==> config.mk <==
export PLATFORM = sky130hd
export DESIGN_NAME = can_status_csr
export DESIGN_NICKNAME = d
export VERILOG_FILES = /design/src/rtl/can_csr_pkg.sv /design/src/rtl/can_csr_node_fsm.sv /design/src/rtl/can_csr_flag_fsm.sv /design/src/rtl/can_csr_activity.sv /design/src/rtl/can_csr_ctrl.sv /design/src/rtl/can_status_csr.sv
export SDC_FILE = /design/constraint.sdc
export NUM_CORES = 1
export LEC_CHECK = 0
export ABC_AREA = 0
export CORE_MARGIN = 8
export CORE_UTILIZATION = 33
export CTS_BUF_LIST = sky130_fd_sc_hd__clkbuf_4 sky130_fd_sc_hd__clkbuf_8 sky130_fd_sc_hd__clkbuf_16
export DETAILED_ROUTE_END_ITERATION = 12
export GPL_TIMING_DRIVEN = 0
export PLACE_DENSITY = 0.95
export SLEW_MARGIN = 20
export SYNTH_ARGS = -nofsm -noshare
export SYNTH_HDL_FRONTEND = slang
export SYNTH_SLANG_ARGS = --single-unit
==> constraint.sdc <==
create_clock -name clk -period 3.4 [get_ports clk]
set_input_delay 0.34 -clock clk [delete_from_list [all_inputs] [get_ports clk]]
set_output_delay 0.34 -clock clk [all_outputs]
set_load 0.02 [all_outputs]
==> src/rtl/can_csr_pkg.sv <==
package can_csr_pkg;

    localparam int CSR_W  = 16;
    localparam int LANE_W = 8;
    localparam int LANES  = CSR_W / LANE_W;

    // bit positions the CPU software decodes
    localparam int POS_TX   = 15;
    localparam int POS_RX   = 14;
    localparam int POS_FLAG = 10;
    localparam int POS_NS_H = 9;
    localparam int POS_NS_L = 8;
    localparam int POS_OE   = 7;
    localparam int POS_IE   = 2;
    localparam int POS_HALT = 0;

    typedef enum logic [1:0] {
        ERR_ACTIVE  = 2'b00,
        ERR_WARNING = 2'b01,
        ERR_PASSIVE = 2'b10,
        ERR_BUSOFF  = 2'b11
    } node_e;

    typedef enum logic {
        FLAG_CLEAR  = 1'b0,
        FLAG_RAISED = 1'b1
    } flag_e;

    typedef enum logic [1:0] {
        ACT_IDLE = 2'b00,
        ACT_RX   = 2'b01,
        ACT_TX   = 2'b10
    } act_e;

endpackage

==> src/rtl/can_csr_node_fsm.sv <==
module can_csr_node_fsm
    import can_csr_pkg::*;
(
    input  logic  clk,
    input  logic  rst_n,
    input  node_e node_in,
    output node_e node_q,
    output logic  step_o
);

    node_e state_q;

    // state register
    always_ff @(posedge clk or negedge rst_n) begin
        if (!rst_n) state_q <= ERR_ACTIVE;
        else        state_q <= node_in;
    end

    // qualifying transitions, judged from the registered state
    always_comb begin
        step_o = 1'b0;
        unique case (state_q)
            ERR_ACTIVE:  step_o = (node_in == ERR_WARNING);
            ERR_WARNING: step_o = (node_in == ERR_PASSIVE);
            ERR_PASSIVE: step_o = (node_in == ERR_BUSOFF);
            ERR_BUSOFF:  step_o = (node_in == ERR_ACTIVE);
            default:     step_o = 1'b0;
        endcase
    end

    assign node_q = state_q;

endmodule

==> src/rtl/can_csr_flag_fsm.sv <==
module can_csr_flag_fsm
    import can_csr_pkg::*;
(
    input  logic clk,
    input  logic rst_n,
    input  logic set_i,
    input  logic clr_i,
    output logic flag_o
);

    flag_e state_q, state_d;

    always_ff @(posedge clk or negedge rst_n) begin
        if (!rst_n) state_q <= FLAG_CLEAR;
        else        state_q <= state_d;
    end

    // a set in the same clock as a clear wins
    always_comb begin
        state_d = state_q;
        unique case (state_q)
            FLAG_CLEAR:  if (set_i) state_d = FLAG_RAISED;
            FLAG_RAISED: if (!set_i && clr_i) state_d = FLAG_CLEAR;
            default:     state_d = FLAG_CLEAR;
        endcase
    end

    always_comb flag_o = (state_q == FLAG_RAISED);

endmodule

==> src/rtl/can_csr_activity.sv <==
module can_csr_activity
    import can_csr_pkg::*;
(
    input  logic clk,
    input  logic rst_n,
    input  logic halt_i,
    input  logic tx_msg_i,
    input  logic bus_msg_i,
    input  logic fault_frame_i,
    output logic tx_o,
    output logic rx_o
);

    act_e state_q, state_d;

    always_ff @(posedge clk or negedge rst_n) begin
        if (!rst_n) state_q <= ACT_IDLE;
        else        state_q <= state_d;
    end

    // every state re-evaluates the sampled activity
    always_comb begin
        state_d = ACT_IDLE;
        unique case (state_q)
            ACT_IDLE, ACT_RX, ACT_TX: begin
                if (halt_i || fault_frame_i) state_d = ACT_IDLE;
                else if (tx_msg_i)           state_d = ACT_TX;
                else if (bus_msg_i)          state_d = ACT_RX;
                else                         state_d = ACT_IDLE;
            end
            default: state_d = ACT_IDLE;
        endcase
    end

    always_comb begin
        tx_o = 1'b0;
        rx_o = 1'b0;
        unique case (state_q)
            ACT_IDLE: ;
            ACT_RX:   rx_o = 1'b1;
            ACT_TX: begin
                tx_o = 1'b1;
                rx_o = 1'b1;
            end
            default: ;
        endcase
    end

endmodule

==> src/rtl/can_csr_ctrl.sv <==
module can_csr_ctrl
    import can_csr_pkg::*;
#(
    parameter logic HALT_RST = 1'b1
) (
    input  logic              clk,
    input  logic              rst_n,
    input  logic              wr_lo_i,
    input  logic [LANE_W-1:0] wdata_lo_i,
    output logic              halt_o,
    output logic              oe_o,
    output logic              ie_o
);

    always_ff @(posedge clk or negedge rst_n) begin
        if (!rst_n) begin
            halt_o <= HALT_RST;
            oe_o   <= 1'b0;
            ie_o   <= 1'b0;
        end else if (wr_lo_i) begin
            halt_o <= wdata_lo_i[POS_HALT];
            oe_o   <= wdata_lo_i[POS_OE];
            ie_o   <= wdata_lo_i[POS_IE];
        end
    end

endmodule

==> src/rtl/can_status_csr.sv <==
module can_status_csr
    import can_csr_pkg::*;
(
    input  logic             clk,
    input  logic             rst_n,
    input  logic             bus_wr_i,
    input  logic [LANES-1:0] bus_be_i,
    input  logic [CSR_W-1:0] bus_wdata_i,
    output logic [CSR_W-1:0] bus_rdata_o,
    input  logic [1:0]       node_state_i,
    input  logic             tx_msg_i,
    input  logic             bus_msg_i,
    input  logic             fault_frame_i,
    output logic             irq_o
);

    logic [LANES-1:0]  lane_wr;
    logic [LANE_W-1:0] lane_data [LANES];

    for (genvar g = 0; g < LANES; g++) begin : g_lane
        assign lane_wr[g]   = bus_wr_i & bus_be_i[g];
        assign lane_data[g] = bus_wdata_i[g*LANE_W +: LANE_W];
    end

    node_e node_q;
    logic  step;
    logic  flag;
    logic  halt, oe, ie;
    logic  tx_act, rx_act;
    logic  flag_clr;

    assign flag_clr = lane_wr[1] & ~lane_data[1][POS_FLAG-LANE_W];

    can_csr_node_fsm u_node (
        .clk     (clk),
        .rst_n   (rst_n),
        .node_in (node_e'(node_state_i)),
        .node_q  (node_q),
        .step_o  (step)
    );

    can_csr_flag_fsm u_flag (
        .clk    (clk),
        .rst_n  (rst_n),
        .set_i  (step),
        .clr_i  (flag_clr),
        .flag_o (flag)
    );

    can_csr_ctrl u_ctrl (
        .clk        (clk),
        .rst_n      (rst_n),
        .wr_lo_i    (lane_wr[0]),
        .wdata_lo_i (lane_data[0]),
        .halt_o     (halt),
        .oe_o       (oe),
        .ie_o       (ie)
    );

    can_csr_activity u_act (
        .clk           (clk),
        .rst_n         (rst_n),
        .halt_i        (halt),
        .tx_msg_i      (tx_msg_i),
        .bus_msg_i     (bus_msg_i),
        .fault_frame_i (fault_frame_i),
        .tx_o          (tx_act),
        .rx_o          (rx_act)
    );

    always_comb begin
        bus_rdata_o           = '0;
        bus_rdata_o[POS_TX]   = tx_act;
        bus_rdata_o[POS_RX]   = rx_act;
        bus_rdata_o[POS_FLAG] = flag;
        bus_rdata_o[POS_NS_H] = node_q[1];
        bus_rdata_o[POS_NS_L] = node_q[0];
        bus_rdata_o[POS_OE]   = oe;
        bus_rdata_o[POS_IE]   = ie;
        bus_rdata_o[POS_HALT] = halt;
    end

    assign irq_o = flag & ie;

endmodule

==> metrics.log, run 1 <==
[metrics] switching pwr: 0.0916 mW
[metrics] setup-violating endpoint count in the final report: 0
[metrics] placer's final routability congestion estimate: 0.748
[metrics] min cycle time layout: 2.03 ns
[metrics] IO buf count: 22
[metrics] Synth async-reset ratio: 100%
[metrics] first-pass iteration count of the detailed router: 1
[metrics] die span in y: 54.8 um
[metrics] vias in the first global route: 462
[metrics] clock insertion delay at the later pin of the skew report: ~0.26 ns
[metrics] area used by sequential logic in the layout: 201 um2
[metrics] CP max FO: 2
[metrics] xor-xnor portion of the synthesized cell area: under 10%
[metrics] post-CTS setup buffer count: 0
[metrics] share of synthesized cell area in and, or, nand and nor gates: 10.3%
[metrics] cells along the critical path: inv_1 > ha_1 > inv_1 > buf_4 > clkdlybuf4s50_1
[metrics] required time at the worst-slack endpoint: 3.06 ns
[metrics] result of the run: finished, final reports clean
[metrics] number of antenna violations at the first check in global routing: 0
[metrics] worst clock skew: 0.000869 ns
[metrics] arithmetic-cell share of the synthesized area counting full adders, half adders and majority gates: 10.1%
[metrics] maximum number of pins on one net before global-route repair: 9
[metrics] remaining antenna violation count: 0
[metrics] cell-internal power: between 0.2 and 0.25 mW
[metrics] Antenna diodes: 0
[metrics] io pins: 43
[metrics] synthesis warning total: 0
[metrics] post-detailed-placement cell area: 764 um2
[metrics] endpoint arrival time on the critical path: 1.69 ns
[metrics] Slew Limit Fails: 0
[metrics] Core Footprint: 1450 um2
[metrics] detailed placement HPWL: 1080 um
[metrics] Worst Hold Class: in -> async
[metrics] final design area excluding fillers: 795 um2
[metrics] wire length per cell: 12.9 um
[metrics] largest vdd supply drop: 0.182 mV
[metrics] share of power burned in combinational logic: 36.1%
[metrics] gr ovfl total: 0
[metrics] ratio of cells with drive above 1 in the final layout: 28.7%
[metrics] CTS tree: built
[metrics] Yosys top cell by area: dfrtp_1
[metrics] number of buffers inserted for hold repair after clock tree synthesis: 0
[metrics] first-pass GRT wire length: roughly 1800 um
[metrics] number of DRC markers in iteration 0: 0
[metrics] mux contribution to synthesized area: 6.78%
[metrics] standard cell with the maximum stage delay on the critical path: clkdlybuf4s50_1
[metrics] synthesized-area fraction occupied by ao, oa, aoi and oai cells: 5.78%
[metrics] number of rows created at floorplan: 14
[metrics] Post-Syn Instances: 47
[metrics] post-synthesis cell area: ~500 um2
[metrics] total count of hold-check failures in the final report: 0
[metrics] post-synthesis area per instance: 10.6 um2
[metrics] Die Footprint: 3010 um2
[metrics] total CTS buffers: 3
[metrics] Top cell by count, worst path: inv_1
[metrics] routed via count: 397
[metrics] clock input transition at the sequential cells of the worst setup and hold paths: 0.06 ns
[metrics] count of fill cells added during filler insertion: 137
[metrics] biggest area contributors in the synthesized netlist: dfrtp_1 (35%), buf_4 (21%), ha_1 (10%)
[metrics] # Max-Cap Violations: 0
[metrics] Longest Clk Path Bufs: 2
[metrics] highest achievable clock rate: 493 MHz
[metrics] leading cell types in the layout, fill and taps excluded: clkdlybuf4s50_1 (22), buf_4 (14), conb_1 (8)
[metrics] Seq/Total Area, Yosys: 40.5%
[metrics] post-CTS resize count: 0
[metrics] Total Neg Setup Slack: 0 ns
[metrics] Total GRT Usage: 8.50%
[metrics] die outline width: 54.8 um
[metrics] area delta synth->final: 59.5%
[metrics] Synth cell types: 19
[metrics] delay of the slowest cell on the worst path: 0.59 ns
[metrics] overall routed net length: ~1200 um
[metrics] number of clock sinks: 8
[metrics] commonest non-fill, non-tap cell in the layout: clkdlybuf4s50_1
[metrics] leak pwr: 0.391 nW
[metrics] Starting Density: 34.3%
[metrics] RSZ-0062 raised after global routing: no
[metrics] Worst Setup End Kind: output port
[metrics] H-tree depth: 1
[metrics] area share of the leading cell type in the synthesized netlist: 35.2%
[metrics] critical path launch point type: flip-flop
[metrics] switching power as a share of total power: 28.9%
[metrics] number of nets at the end of the flow: 111
[metrics] total power density per cell area: about 400 nW/um2
[metrics] library cell used as clock root buffer: clkbuf_4
[metrics] multi-input gate area in the final layout: 203 um2
[metrics] EDFF count, synth: 0
[metrics] dominant combinational cell family by area after synthesis: buffers and inverters
[metrics] class of the most critical setup path: reg -> out
[metrics] final routed DRC violation total: 0
[metrics] mean number of vias per cell: a little over 4
[metrics] FF-to-FF setup slack: around 2.1 ns
[metrics] Clock Power Share: 27.9%
[metrics] sequential cell fraction of total power: 36.0%
[metrics] period utilisation layout: 59.7%
[metrics] number of synthesized register bits: 8
[metrics] Synth Flop Type: dfrtp_1
-- worst paths after layout --
kind / from / endpoint / cells after the start
min in group clk: u_ctrl.oe_o / u_ctrl.oe_o / 1
worst max-delay path: u_act.state_q[0] / bus_rdata_o[14] / 5
worst min-delay path: rst_n / u_ctrl.ie_o / 1
worst max register to register: u_node.node_q[1] / u_flag.flag_o / 5
worst min register to register: u_ctrl.oe_o / u_ctrl.oe_o / 1
max in group asynchronous: rst_n / u_ctrl.halt_o / 1
-- cell type report --
class | count | share of cell area, %
tap | 16 | 2.52
sequential | 8 | 25.4
inverter | 4 | 1.89
multi-input combinational | 28 | 25.5
timing repair buffer | 22 | 27.7
buffer | 14 | 13.2
clock buffer | 4 | 3.78
-- power by group through the flow --
stage / registers [mW] / logic [mW] / clock network, mW
final: 0.114 / 0.114 / 0.0884
after global routing: 0.115 / 0.122 / 0.0970
after CTS: 0.114 / 0.115 / 0.0908
after detailed placement: 0.116 / 0.115 / 0
after global placement: 0.115 / 0.112 / 0
after floorplan: 0.115 / 0.0647 / 0
-- synth_stat cells (2+ instances only) --
library cell,n
nand2_1,2
mux2_2,3
buf_4,14
ha_1,4
dfrtp_1,7
inv_1,4
-- state kept, by name (all words and copies together), names as in the netlist --
signal	cells
u_act.state_q	2
u_ctrl.oe_o	1
u_ctrl.ie_o	1
u_flag.flag_o	1
u_node.node_q	2
u_ctrl.halt_o	1
-- per-stage QoR --
| step | instances | total power, mW | setup WS [ns] | hold WS, ns | utilization (%) |
|---|---|---|---|---|---|
| 6_report | 96 | 0.317 | 1.37 | 0.358 | 54.6 |
| 5_1_grt | 96 | 0.334 | 1.30 | 0.384 | 54.6 |
| 4_1_cts | 96 | 0.320 | 1.35 | 0.363 | 54.6 |
| 3_5_place_dp | 92 | 0.231 | 1.64 | 0.517 | 52.6 |
| 3_3_place_gp | 92 | 0.227 | 1.69 | 0.489 | 52.6 |
| 2_1_floorplan | 54 | 0.180 | 2.07 | 0.0444 | - |
-- layer usage --
layer  track usage, %  routed length (um)  up-vias
met3             3.53                 131        2
met5                0                   0        -
met2             17.0                 679       19
li1                 -                   -      200
met1             6.73                 405      176
met4             4.10                  17        0
-- worst max-delay path, delay by kind of cell (launching register included) --
kind	cells	cell delay, ns
buffers and inverters	4	0.79
DFF	1	0.36
adders and majority gates	1	0.29
-- logic make-up (layout without fill, tap and decap cells) --
group / after synthesis / in the layout
AOI/OAI and AO/OA: 4 / 4
xor gates and xnor gates: 1 / 1
adders and majority gates: 4 / 4
buffers and inverters: 18 / 44
DFF: 8 / 8
muxes: 3 / 3
other: 1 / 8
and+or+nand+nor: 8 / 8
No activity file was read; power rests on OpenSTA's default activity.
==> run 2, diff against run 1 <==
--- a/config.mk
+++ b/config.mk
@@ -6,12 +6,13 @@
 export NUM_CORES = 1
 export LEC_CHECK = 0
 export ABC_AREA = 0
+export CORE_ASPECT_RATIO = 1.4
 export CORE_MARGIN = 8
-export CORE_UTILIZATION = 33
+export CORE_UTILIZATION = 27
 export CTS_BUF_LIST = sky130_fd_sc_hd__clkbuf_4 sky130_fd_sc_hd__clkbuf_8 sky130_fd_sc_hd__clkbuf_16
 export DETAILED_ROUTE_END_ITERATION = 12
 export GPL_TIMING_DRIVEN = 0
-export PLACE_DENSITY = 0.95
+export PLACE_DENSITY = 0.85
 export SLEW_MARGIN = 20
 export SYNTH_ARGS = -nofsm -noshare
 export SYNTH_HDL_FRONTEND = slang
==> constraint.sdc (replaced) <==
create_clock -name clk -period 1.7 [get_ports clk]
set_input_delay 0.17 -clock clk [delete_from_list [all_inputs] [get_ports clk]]
set_output_delay 0.17 -clock clk [all_outputs]
set_load 0.02 [all_outputs]
==> metrics.log, run 2 (same netlist as run 1, synthesis figures left out) <==
[metrics] mean number of vias per cell: 4.01
[metrics] number of buffers inserted for hold repair after clock tree synthesis: 0
[metrics] number of nets at the end of the flow: approximately 110
[metrics] remaining antenna violation count: 0
[metrics] number of DRC markers in iteration 0: 4
[metrics] end of the worst register-to-register path: u_flag.flag_o
[metrics] worst clock skew: 0.0000458 ns
[metrics] vias in the first global route: 404
[metrics] gr ovfl total: 0
[metrics] ratio of cells with drive above 1 in the final layout: 28.7%
[metrics] clock insertion delay at the later pin of the skew report: 0.25 ns
[metrics] total CTS buffers: 3
[metrics] commonest non-fill, non-tap cell in the layout: clkdlybuf4s50_1
[metrics] clock input transition at the sequential cells of the worst setup and hold paths: 0.06 ns
[metrics] maximum number of pins on one net before global-route repair: 9
[metrics] startpoint of the most critical register-to-register path: u_node.node_q[1]
[metrics] total power density per cell area: 774 nW/um2
[metrics] class of the most critical setup path: reg -> out
[metrics] io pins: 43
[metrics] Worst Setup End Kind: output port
[metrics] placer's final routability congestion estimate: 0.651
[metrics] Total GRT Usage: 6.66%
[metrics] Longest Clk Path Bufs: 2
[metrics] cells along the critical path: buf_4 > clkdlybuf4s50_1
[metrics] detailed placement HPWL: 978 um
[metrics] library cell used as clock root buffer: clkbuf_4
[metrics] first-pass iteration count of the detailed router: 4
[metrics] Crit path depth: 2
[metrics] area delta synth->final: 60.8%
[metrics] die outline width: 52.3 um
[metrics] IO buf count: 22
[metrics] count of fill cells added during filler insertion: 190
[metrics] number of rows created at floorplan: 18
[metrics] first-pass GRT wire length: 1750 um
[metrics] CP max FO: 4
[metrics] final design area excluding fillers: between 800 and 900 um2
[metrics] number of antenna violations at the first check in global routing: 0
[metrics] final routed DRC violation total: 0
[metrics] period utilisation layout: 97.4%
[metrics] CTS tree: built
[metrics] critical path launch point type: flip-flop
[metrics] required time at the worst-slack endpoint: ~1.5 ns
[metrics] H-tree depth: 1
[metrics] number of clock sinks: 8
[metrics] FF-to-FF setup slack: 0.33 ns
[metrics] leading cell types in the layout, fill and taps excluded: clkdlybuf4s50_1 (20), buf_4 (14), conb_1 (8)
[metrics] Starting Density: 28.3%
[metrics] Core Footprint: 1760 um2
[metrics] setup-violating endpoint count in the final report: 0
[metrics] highest achievable clock rate: 604 MHz
[metrics] Die Footprint: about 3500 um2
[metrics] Worst Hold Class: in -> async
[metrics] CP top delay family: buffers and inverters
[metrics] wire length per cell: 11.0 um
[metrics] post-detailed-placement cell area: between 700 and 800 um2
[metrics] routed via count: 401
[metrics] total count of hold-check failures in the final report: 0
[metrics] leak pwr: approximately 0.4 nW
[metrics] endpoint arrival time on the critical path: 1.49 ns
[metrics] # Max-Cap Violations: 0
[metrics] Total Neg Setup Slack: 0 ns
[metrics] min cycle time layout: 1.66 ns
[metrics] buffers and inverters on the worst path: 2
[metrics] result of the run: finished, final reports clean
[metrics] Slew Limit Fails: 0
[metrics] largest vdd supply drop: just under 0.4 mV
[metrics] delay of the slowest cell on the worst path: 0.59 ns
[metrics] CP Launch Point: u_ctrl.halt_o
[metrics] die span in y: 66.8 um
[metrics] number of cells after detailed placement: 96
[metrics] standard cell with the maximum stage delay on the critical path: clkdlybuf4s50_1
[metrics] RSZ-0062 raised after global routing: no
[metrics] r2r worst-path depth: 5
[metrics] post-route insts no fill: 100
[metrics] post-CTS setup buffer count: 0
[metrics] capturing instance or port of the critical path: bus_rdata_o[0]
[metrics] Antenna diodes: 0
[metrics] overall routed net length: 1100 um
## run 2: power breakdown
group | switching (mW) | total, mW | leakage [nW] | internal (mW)
clock | 0.0628 | 0.168 | 0.0184 | 0.106
combinational | 0.0956 | 0.223 | 0.297 | 0.128
sequential | 0.0141 | 0.228 | 0.0951 | 0.214
## run 2: worst min path at each step
stage,start,endpoint,slack (ns),cells after the start
after floorplan,rst_n,u_act.state_q[0],-0.13,0
after global placement,rst_n,u_ctrl.oe_o,0.46,1
after detailed placement,rst_n,u_act.state_q[0],0.47,1
after CTS,rst_n,u_flag.flag_o,0.19,1
after global routing,rst_n,u_flag.flag_o,0.21,1
final,rst_n,u_flag.flag_o,0.20,1
## run 2: layout make-up
| class | count | area [um2] | area share, % |
|---|---|---|---|
| Buffer | 14 | 105 | 13.1 |
| Clock buffer | 4 | 30.0 | 3.75 |
| Inverter | 4 | 15.0 | 1.88 |
| Multi-Input combinational cell | 28 | 203 | 25.3 |
| Sequential cell | 8 | 201 | 25.2 |
| Tap cell | 20 | 25.0 | 3.13 |
| Timing Repair Buffer | 22 | 221 | 27.7 |
## run 2: layer usage
layer / global-route usage (%) / routed length (um) / share of wire, % / vias up
li1: - / - / - / 200
met1: 5.92 / 384 / 35 / 182
met2: 12.1 / 602 / 55 / 19
met3: 2.67 / 109 / 9.9 / 0
met4: 3.90 / 0 / 0 / 0
met5: 0 / 0 / 0 / -
## run 2: per-stage QoR
step | hold WS [ns] | worst slack (ns) | power (mW) | utilization [%]
after detailed placement | 0.473 | 0.127 | 0.458 | 43.8
after global placement | 0.462 | 0.163 | 0.452 | 43.8
after floorplan | -0.126 | 0.372 | 0.360 | -
after CTS | 0.189 | 0.0186 | 0.634 | 45.4
after global routing | 0.212 | 0.00502 | 0.657 | 45.6
final | 0.197 | 0.0439 | 0.620 | 45.6
## run 2: what timing repair did
item / CTS / global route
gates cloned: 0 / 0
setup endpoints to repair: 1 / 1
endpoints found under the hold margin: 0 / 0
pin swaps: 0 / 0
resized for setup: 1 / 1
## run 2: worst reg2reg max path, stage by stage, from the launching register on
cell      delay, ns
dfrtp_1        0.37
inv_1          0.05
ha_1           0.30
nor4bb_1       0.35
a31oi_1        0.09
o211ai_2       0.14
==> run 3, diff against run 2 <==
--- a/config.mk
+++ b/config.mk
@@ -6,13 +6,12 @@
 export NUM_CORES = 1
 export LEC_CHECK = 0
 export ABC_AREA = 0
-export CORE_ASPECT_RATIO = 1.4
 export CORE_MARGIN = 8
-export CORE_UTILIZATION = 27
+export CORE_UTILIZATION = 30
 export CTS_BUF_LIST = sky130_fd_sc_hd__clkbuf_4 sky130_fd_sc_hd__clkbuf_8 sky130_fd_sc_hd__clkbuf_16
 export DETAILED_ROUTE_END_ITERATION = 12
 export GPL_TIMING_DRIVEN = 0
-export PLACE_DENSITY = 0.85
+export PLACE_DENSITY = 0.89
 export SLEW_MARGIN = 20
 export SYNTH_ARGS = -nofsm -noshare
 export SYNTH_HDL_FRONTEND = slang
==> constraint.sdc (replaced) <==
create_clock -name clk -period 1.9 [get_ports clk]
set_input_delay 0.19 -clock clk [delete_from_list [all_inputs] [get_ports clk]]
set_output_delay 0.19 -clock clk [all_outputs]
set_load 0.02 [all_outputs]
==> metrics.log, run 3 (same netlist as run 1, synthesis figures left out) <==
[metrics] mean number of vias per cell: between 4 and 5
[metrics] number of rows created at floorplan: 14
[metrics] Starting Density: between 30% and 40%
[metrics] Longest Clk Path Bufs: 2
[metrics] overall routed net length: 1100 um
[metrics] number of buffers inserted for hold repair after clock tree synthesis: 0
[metrics] total CTS buffers: 3
[metrics] min cycle time layout: 1.70 ns
[metrics] routed via count: 396
[metrics] largest vdd supply drop: about 0.6 mV
[metrics] worst clock skew: 0.00395 ns
[metrics] first-pass iteration count of the detailed router: 2
[metrics] post-CTS setup buffer count: 0
[metrics] remaining antenna violation count: 0
[metrics] io pins: 43
[metrics] leading cell types in the layout, fill and taps excluded: clkdlybuf4s50_1 (21), buf_4 (14), conb_1 (8)
[metrics] number of cells after detailed placement: 92
[metrics] commonest non-fill, non-tap cell in the layout: clkdlybuf4s50_1
[metrics] Core Footprint: 1520 um2
[metrics] Die Footprint: 3220 um2
[metrics] H-tree depth: 1
[metrics] Post-Place Setup Slack: about 0.33 ns
[metrics] die outline width: 56.7 um
[metrics] total power consumption of the routed design: 0.558 mW
[metrics] CP max FO: 2
[metrics] class of the most critical setup path: reg -> out
[metrics] number of antenna violations at the first check in global routing: 0
[metrics] total count of hold-check failures in the final report: 0
[metrics] Worst Hold Class: in -> async
[metrics] Antenna diodes: 0
[metrics] Total GRT Usage: 7.36%
[metrics] number of DRC markers in iteration 0: 2
[metrics] critical path launch point type: flip-flop
[metrics] vias in the first global route: 437
[metrics] setup-violating endpoint count in the final report: 0
[metrics] count of fill cells added during filler insertion: around 140
[metrics] total power density per cell area: 700 nW/um2
[metrics] maximum number of pins on one net before global-route repair: 9
[metrics] Fin Hold WS: 0.201 ns
[metrics] number of nets at the end of the flow: between 100 and 150
[metrics] detailed placement HPWL: approximately 970 um
[metrics] ratio of cells with drive above 1 in the final layout: 28.7%
[metrics] post-detailed-placement cell area: 764 um2
[metrics] result of the run: finished, final reports clean
[metrics] min setup slack post-route: 0.204 ns
[metrics] clock insertion delay at the later pin of the skew report: 0.26 ns
[metrics] first-pass GRT wire length: 1910 um
[metrics] final routed DRC violation total: 0
[metrics] final design area excluding fillers: 797 um2
[metrics] wire length per cell: 11.4 um
[metrics] Total Neg Setup Slack: 0 ns
[metrics] placer's final routability congestion estimate: 0.649
[metrics] Core Util, Final: 52.3%
[metrics] post-CTS resize count: 0
[metrics] IO buf count: 22
[metrics] leak pwr: 0.405 nW
[metrics] clock input transition at the sequential cells of the worst setup and hold paths: 0.05 ns
[metrics] gr ovfl total: 0
[metrics] # Max-Cap Violations: 0
[metrics] area delta synth->final: 60.1%
[metrics] endpoint arrival time on the critical path: 1.51 ns
[metrics] Worst Setup End Kind: output port
[metrics] RSZ-0062 raised after global routing: no
[metrics] highest achievable clock rate: 590 MHz
[metrics] period utilisation layout: 89.3%
[metrics] Slew Limit Fails: 0
[metrics] CTS tree: built
[metrics] post-route insts no fill: 96
[metrics] required time at the worst-slack endpoint: 1.71 ns
[metrics] number of clock sinks: 8
[metrics] die span in y: 56.7 um
[metrics] library cell used as clock root buffer: clkbuf_4
-- run 3: power by group --
| part | switching, mW | internal (mW) | total, mW | leakage, nW |
|---|---|---|---|---|
| registers | 0.0119 | 0.191 | 0.203 | 0.0951 |
| clock network | 0.0584 | 0.0946 | 0.153 | 0.0184 |
| logic | 0.0856 | 0.116 | 0.201 | 0.292 |
-- run 3: routing by layer --
layer	part of all wire [%]	up-vias	global-route usage [%]
met5	0	-	0
met4	0.91	0	2.01
met3	15	2	6.07
met2	44	24	11.8
met1	41	169	7.06
li1	-	201	-
-- run 3: worst paths after layout --
check | endpoint | slack, ns | start | depth (start not counted)
max | bus_rdata_o[15] | 0.20 | u_act.state_q[0] | 4
min | u_act.state_q[1] | 0.20 | rst_n | 1
max reg2reg | u_flag.flag_o | 0.56 | u_node.node_q[1] | 5
min reg2reg | u_ctrl.oe_o | 0.52 | u_ctrl.oe_o | 1
max in group asynchronous | u_ctrl.halt_o | 1.40 | rst_n | 1
min in group clk | u_node.node_q[1] | 0.48 | node_state_i[1] | 1
-- run 3: final cells by class --
class / count / area, um2 / area share [%]
Timing Repair Buffer: 22 / 223 / 27.9
Clock buffer: 4 / 30.0 / 3.77
Buffer: 14 / 105 / 13.2
Sequential cell: 8 / 201 / 25.3
Multi-Input combinational cell: 28 / 203 / 25.4
Inverter: 4 / 15.0 / 1.88
Tap cell: 16 / 20.0 / 2.51
-- run 3: critical path, cell delays in order (launching register included) --
cell and delay (ns):
dfrtp_1 0.38, inv_1 0.06, ha_1 0.13, buf_4 0.09, clkdlybuf4s50_1 0.59
